**src/rtl/err_snap_pkg.sv**
```systemverilog
package err_snap_pkg;
  typedef struct packed {
    logic doXfer;
    logic periodic;
  } snapCtl_t;
endpackage

```
**src/rtl/err_snap_ctrl.sv**
```systemverilog
module err_snap_ctrl
  import err_snap_pkg::*;
(
  input  logic     clk,
  input  logic     rst_n,
  input  logic     secTick,
  input  logic     copyCmd,
  input  logic     autoMode,
  output snapCtl_t ctl,
  output logic     readIrq
);
  always_comb begin
    ctl.periodic = autoMode && secTick;
    ctl.doXfer   = autoMode ? secTick : copyCmd;
  end

  always_ff @(posedge clk) begin
    if (!rst_n) readIrq <= 1'b0;
    else        readIrq <= ctl.periodic;
  end
endmodule

```
**src/rtl/err_snap_dp.sv**
```systemverilog
module err_snap_dp
  import err_snap_pkg::*;
#(
  parameter int NUM_CNT = 3,
  parameter int CNT_W   = 8
) (
  input  logic                     clk,
  input  logic                     rst_n,
  input  logic [NUM_CNT-1:0]       errStrb,
  input  snapCtl_t                 ctl,
  output logic [NUM_CNT*CNT_W-1:0] fgCount
);
  localparam logic [CNT_W-1:0] CNT_MAX = {CNT_W{1'b1}};
  localparam logic [CNT_W-1:0] CNT_ONE = {{(CNT_W-1){1'b0}}, 1'b1};

  for (genvar i = 0; i < NUM_CNT; i++) begin : g_chan
    logic [CNT_W-1:0] bgCnt;
    logic [CNT_W-1:0] fgCnt;

    always_ff @(posedge clk) begin
      if (!rst_n) begin
        bgCnt <= '0;
        fgCnt <= '0;
      end else if (ctl.doXfer) begin
        fgCnt <= bgCnt;
        bgCnt <= errStrb[i] ? CNT_ONE : '0;
      end else if (errStrb[i] && (bgCnt != CNT_MAX)) begin
        bgCnt <= bgCnt + CNT_ONE;
      end
    end

    assign fgCount[i*CNT_W +: CNT_W] = fgCnt;
  end
endmodule

```
**src/rtl/err_snap_top.sv**
```systemverilog
module err_snap_top
  import err_snap_pkg::*;
#(
  parameter int NUM_CNT = 3,
  parameter int CNT_W   = 8
) (
  input  logic                     clk,
  input  logic                     rst_n,
  input  logic [NUM_CNT-1:0]       errStrb,
  input  logic                     secTick,
  input  logic                     copyCmd,
  input  logic                     autoMode,
  output logic [NUM_CNT*CNT_W-1:0] fgCount,
  output logic                     readIrq
);
  snapCtl_t ctl;

  err_snap_ctrl ctrl_i (
    .clk(clk), .rst_n(rst_n), .secTick(secTick), .copyCmd(copyCmd),
    .autoMode(autoMode), .ctl(ctl), .readIrq(readIrq)
  );

  err_snap_dp #(.NUM_CNT(NUM_CNT), .CNT_W(CNT_W)) dp_i (
    .clk(clk), .rst_n(rst_n), .errStrb(errStrb), .ctl(ctl), .fgCount(fgCount)
  );
endmodule

```
**config.mk**
```make
export PLATFORM = sky130hd
export DESIGN_NAME = err_snap_top
export DESIGN_NICKNAME = d
export VERILOG_FILES = /design/src/rtl/err_snap_pkg.sv /design/src/rtl/err_snap_ctrl.sv /design/src/rtl/err_snap_dp.sv /design/src/rtl/err_snap_top.sv
export SDC_FILE = /design/constraint.sdc
export NUM_CORES = 1
export LEC_CHECK = 0
export BUFFER_PORTS_ARGS = -buffer_cell sky130_fd_sc_hd__buf_2
export CAP_MARGIN = 25
export CELL_PAD_IN_SITES_DETAIL_PLACEMENT = 0
export CELL_PAD_IN_SITES_GLOBAL_PLACEMENT = 1
export CORE_MARGIN = 10
export CORE_UTILIZATION = 38
export DETAILED_ROUTE_END_ITERATION = 10
export PLACE_DENSITY = 0.72
export RECOVER_POWER = 50
export SYNTH_ARGS = -nofsm -noshare
export SYNTH_HDL_FRONTEND = slang
export SYNTH_SLANG_ARGS = --single-unit
```
**constraint.sdc**
```tcl
create_clock -name clk -period 4.2 [get_ports clk]
set_input_delay 0.42 -clock clk [delete_from_list [all_inputs] [get_ports clk]]
set_output_delay 0.42 -clock clk [all_outputs]
set_load 0.01 [all_outputs]
```
; Word level (Yosys, flattened, before mapping)
; Index checks and enable logic that the tools add are counted.
[classes]
n_eq_ne = 3
reduce_logical = 7
n_bitwise = 0
muxes = 10
n_mul = 0
shift = 0
addsub = 3
magnitude_cmp = 0
n_div = 0
[ops]
columns = operator, count
row1 = 8-bit two-way mux, 6
row2 = 8-bit by 1-bit adder with 8-bit output (second input constant), 3
row3 = 8-bit inequality test (second input constant), 3
row4 = 2-bit nonzero test, 3
row5 = 1-bit logical AND, 4
row6 = 1-bit two-way mux, 4
[word_totals]
output_inout_bits = 25
wordCells = 30
latchBits = 0
ram_bits = 0
n_memories = 0
mem_bits_ro = 0
reg_bits = 49

; Longest topological paths before layout
[logic_depth]
ltp_word = 4
depth_mapped = 5

; Modules after synthesis
; A second synthesis with hierarchy kept.
[unflattened]
cells_unflattened = 227
area_unflattened_um2 = 2187.1
[by_module_without_submodules]
columns = module, area_per_inst_um2, cells_each, n_inst, seq_area_each_um2
row1 = err_snap_dp, 2137.0, 223, 1, 960.9
row2 = err_snap_ctrl, 50.0, 4, 1, 20.0

; Worst setup path before layout
; No wires, ideal clock.
[synth_path]
path_kind = register to register
start = register dp_i.g_chan[0].bgCnt[0]
end = register dp_i.g_chan[0].bgCnt[5]
setup_slack_ns = 2.673
setup_time_ns = 0.066
arrival_ns = 1.461
t_required_ns = 4.134
period_less_slack_ns = 1.527
path_stages_with_launch = 6
cell_sequence = dfxtp_1 ha_1 and4_1 buf_2 or4_4 a21oi_2
[synth_between]
elab_chain_cells = 3
word_cells_on_any_way = 6
[synth_lines]
columns = element, line
row1 = start: declaration, err_snap_dp.sv:17  ; logic [CNT_W-1:0] bgCnt;
row2 = start signal: assignment, err_snap_dp.sv:26  ; bgCnt <= errStrb[i] ? CNT_ONE : '0;
row3 = start signal: assignment, err_snap_dp.sv:28  ; bgCnt <= bgCnt + CNT_ONE;
row4 = 8-bit by 1-bit adder with 8-bit output or 8-bit inequality test (tied branches), "err_snap_dp.sv:28, err_snap_dp.sv:27"
row5 = 8-bit two-way mux or 1-bit logical AND (tied branches), err_snap_dp.sv:27  ; end else if (errStrb[i] && (bgCnt != CNT_MAX)) begin
row6 = 8-bit two-way mux or 2-bit nonzero test (tied branches), n/a
; Parallel ways exist; a longest one is shown, timed or not. The select of a mux whose other input is x is not followed.
; A chain may end at the register's enable or synchronous reset.

==> flow_metrics.tcl <==
set metrics [dict create \
    status "finished, final reports clean" \
    dieHeight_um 97.0 \
    whs_path_depth 2 \
    rsz0062_at_grt "false" \
    drt_iter0_drc 96 \
    crit_path_cell_trace "clkbuf_1 > inv_1 > or3_1 > mux2i_1" \
    syn_inst 263 \
    finalSetupTns_ns 0 \
    cts_num_sinks 49 \
    p_seq_frac 0.582 \
    cpPeakStageDelay_ns 0.63 \
    synthFlopType "dfxtp_1" \
    grt_pass1_vias 1824 \
    relSlewSlack 0.402 \
    finalPower_mw 0.821 \
    vdd_drop_max_v 0.000127 \
    max_freq_ghz 0.487 \
    cts_inserted_buffers 5 \
    h-tree-depth 2 \
    clkTransAtPathRegs_ns 0.09 \
    cp.required_ns 4.43 \
    yosys_warnings 0 \
    hp-class "in -> reg" \
    hpwl_um 3420 \
    p_per_area_nw_per_um2 332 \
    holdCritStartpoint "secTick" \
    criticalPathCategory "in -> reg" \
    end_kind "flip-flop" \
    clockBufferDepth 2 \
    io_pins 33 \
    synth_top_area_cell "dfxtp_1" \
    finalCritPeriodShare 0.489 \
    drive_gt1_frac 0.0836 \
    cts_setup_buffers 0 \
    ys_seq_area_frac 0.435 \
    placementRows 27 \
    n_antenna_cell 0 \
    final_common_cell "nand2_1" \
    via_per_inst 5.43 \
    drtPass1Iterations 4 \
    core_area_um2 5640 \
    reg2reg_to "dp_i.g_chan[0].bgCnt[5]$_SDFFE_PN0P_" \
    worst-path-buf-inv 2 \
    clock_power_share 0.348 \
    p_int_mw 0.619 \
    ant_nets 0 \
    setup_viol 0 \
    synth_seq_cells 49 \
    drv_slew 0 \
    synth_nets 274 \
    cap_violations 0 \
    worst_setup_path_start_kind "input port" \
    antenna_found_initial 0 \
    layout_common_cells "nand2_1 (56), dfxtp_1 (49), a21oi_1 (37)" \
    synth_cell_types 44 \
    slowest_stage "inv_1" \
    routabilityCongestion 0.804 \
    dieArea_um2 9410 \
    portBuffers 32 \
    p_leak_nw 0.795 \
    grt_pass1_wl_um 8580 \
    cp.arrival_ns 2.28 \
    worstReg2RegStart "dp_i.g_chan[0].bgCnt[0]$_SDFFE_PN0P_" \
    yosysTopAreaCellShare 0.435 \
    final-hold-violation-count 0 \
    root_buffer "clkbuf_8" \
    synth_area_um2 2250 \
    cp_top_family "buffers and inverters" \
    postCtsHoldBufs 0 \
    synth_edf_count 0 \
    syn2layout_area_growth_pct 9.88 \
    track_usage 0.104 \
    path_max_fanout 30 \
    cts_tree "yes" \
    fin_hold_ws_ns 0.399 \
    die_w_um 97.0 \
    share_comb_of_total_power 0.071 \
    drc 0 \
    netlist_top_cells_area "dfxtp_1 (44%), nand2_1 (9.3%), a21oi_1 (8.2%)" \
    switchingPower_mw 0.202 \
    grt_max_degree 31 \
    initial_core_util 0.400 \
    reg2reg_slack_ns 2.55 \
    worst_r2r_path_depth 4 \
    overflow 0 \
    final_util 0.439 \
    nets 298 \
    synthArstFlopShare 0 \
    hold_path_end "ctrl_i.readIrq$_SDFF_PN0_" \
    switching_share 0.246 \
    cts_resized 0 \
    avgRoutedWirePerCell_um 13.9 \
    worst_pin_slew_ns 0.896 \
    period_minus_slack_ns 2.05 \
    insertion_delay_ns 0.30 \
    routed_wl_um 4980 \
    vias 1951 \
    skew_ns 0.00786 \
    avgSynthCellArea_um2 8.57 \
]
## flip-flops by register name, summed over array words and instances, names as in the netlist
register and flops:
dp_i.g_chan.bgCnt 24, dp_i.g_chan.fgCnt 24, ctrl_i.readIrq 1
## cell type report
type / count / area, um^2
clock buffer: 6 / 82.6
clock inverter: 1 / 7.51
fill: 574 / 3160
inverter: 7 / 26.3
multi-input combinational: 191 / 1150
sequential: 49 / 981
tap: 72 / 90.1
timing repair buffer: 33 / 135
## Yosys cell counts, types with 2 or more instances
cell type,count
a211o_1,3
a211oi_1,3
a21oi_1,37
a31oi_1,5
a41oi_1,3
and3_1,5
and4_1,4
buf_2,9
clkbuf_1,4
dfxtp_1,49
ha_1,3
inv_1,6
mux2i_1,10
nand2_1,56
nand3_1,16
nand4_1,8
nor2b_1,2
nor3_1,7
nor3b_1,2
nor4b_1,2
o21bai_1,2
o31ai_1,2
or3_1,3
or4_1,2
## metal layers
metal	vias to the layer above	wire, um	part of all wire	GRT usage
met4	0	76	0.015	0.0440
met2	55	2180	0.44	0.157
met5	-	0	0	0
met1	885	2440	0.49	0.133
met3	8	285	0.057	0.0326
li1	1003	-	-	-
## worst max path at each step
stage	startpoint	end	slack, ns	depth (start not counted)
5_1_grt	rst_n	dp_i.g_chan[1].bgCnt[3]$_SDFFE_PN0P_	1.95	4
3_5_place_dp	autoMode	dp_i.g_chan[1].bgCnt[2]$_SDFFE_PN0P_	1.97	4
4_1_cts	autoMode	dp_i.g_chan[1].bgCnt[2]$_SDFFE_PN0P_	2.31	4
3_3_place_gp	autoMode	dp_i.g_chan[1].bgCnt[2]$_SDFFE_PN0P_	2.05	4
2_1_floorplan	dp_i.g_chan[0].bgCnt[0]$_SDFFE_PN0P_	dp_i.g_chan[0].bgCnt[5]$_SDFFE_PN0P_	2.67	5
6_report	rst_n	dp_i.g_chan[1].bgCnt[5]$_SDFFE_PN0P_	2.15	4
## through the flow
| step | cells | setup slack, ns | cell area [um^2] |
|---|---|---|---|
| 2_1_floorplan | 263 | 2.67 | 2250 |
| 3_3_place_gp | 352 | 2.05 | 2420 |
| 3_5_place_dp | 352 | 1.97 | 2420 |
| 4_1_cts | 359 | 2.31 | 2510 |
| 5_1_grt | 359 | 1.95 | 2480 |
| 6_report | 359 | 2.15 | 2480 |
## power groups by stage
stage               sequential, mW  clock, mW  combinational [mW]
CTS                          0.478      0.297              0.0608
detailed placement           0.488          0              0.0605
global placement             0.489          0              0.0601
global route                 0.479      0.312              0.0659
finish                       0.478      0.286              0.0579
floorplan                    0.488          0              0.0434
## cells by family (layout without fill, tap and decap cells)
family          after synthesis  after routing  share of synthesized area
fa+ha+maj                     3              3                     0.0166
buf+inv                      23             47                     0.0527
simple gates                115            115                      0.261
mux                          12             12                     0.0594
flops                        49             49                      0.435
compound gates               61             61                      0.175
## worst register-to-register path, cell delays in order, from the launching register on
cell     delay (ns)
dfxtp_1        0.38
ha_1           0.29
and4_1         0.32
or4_4          0.45
a21oi_2        0.14
Power figures use the tool's default switching activity.
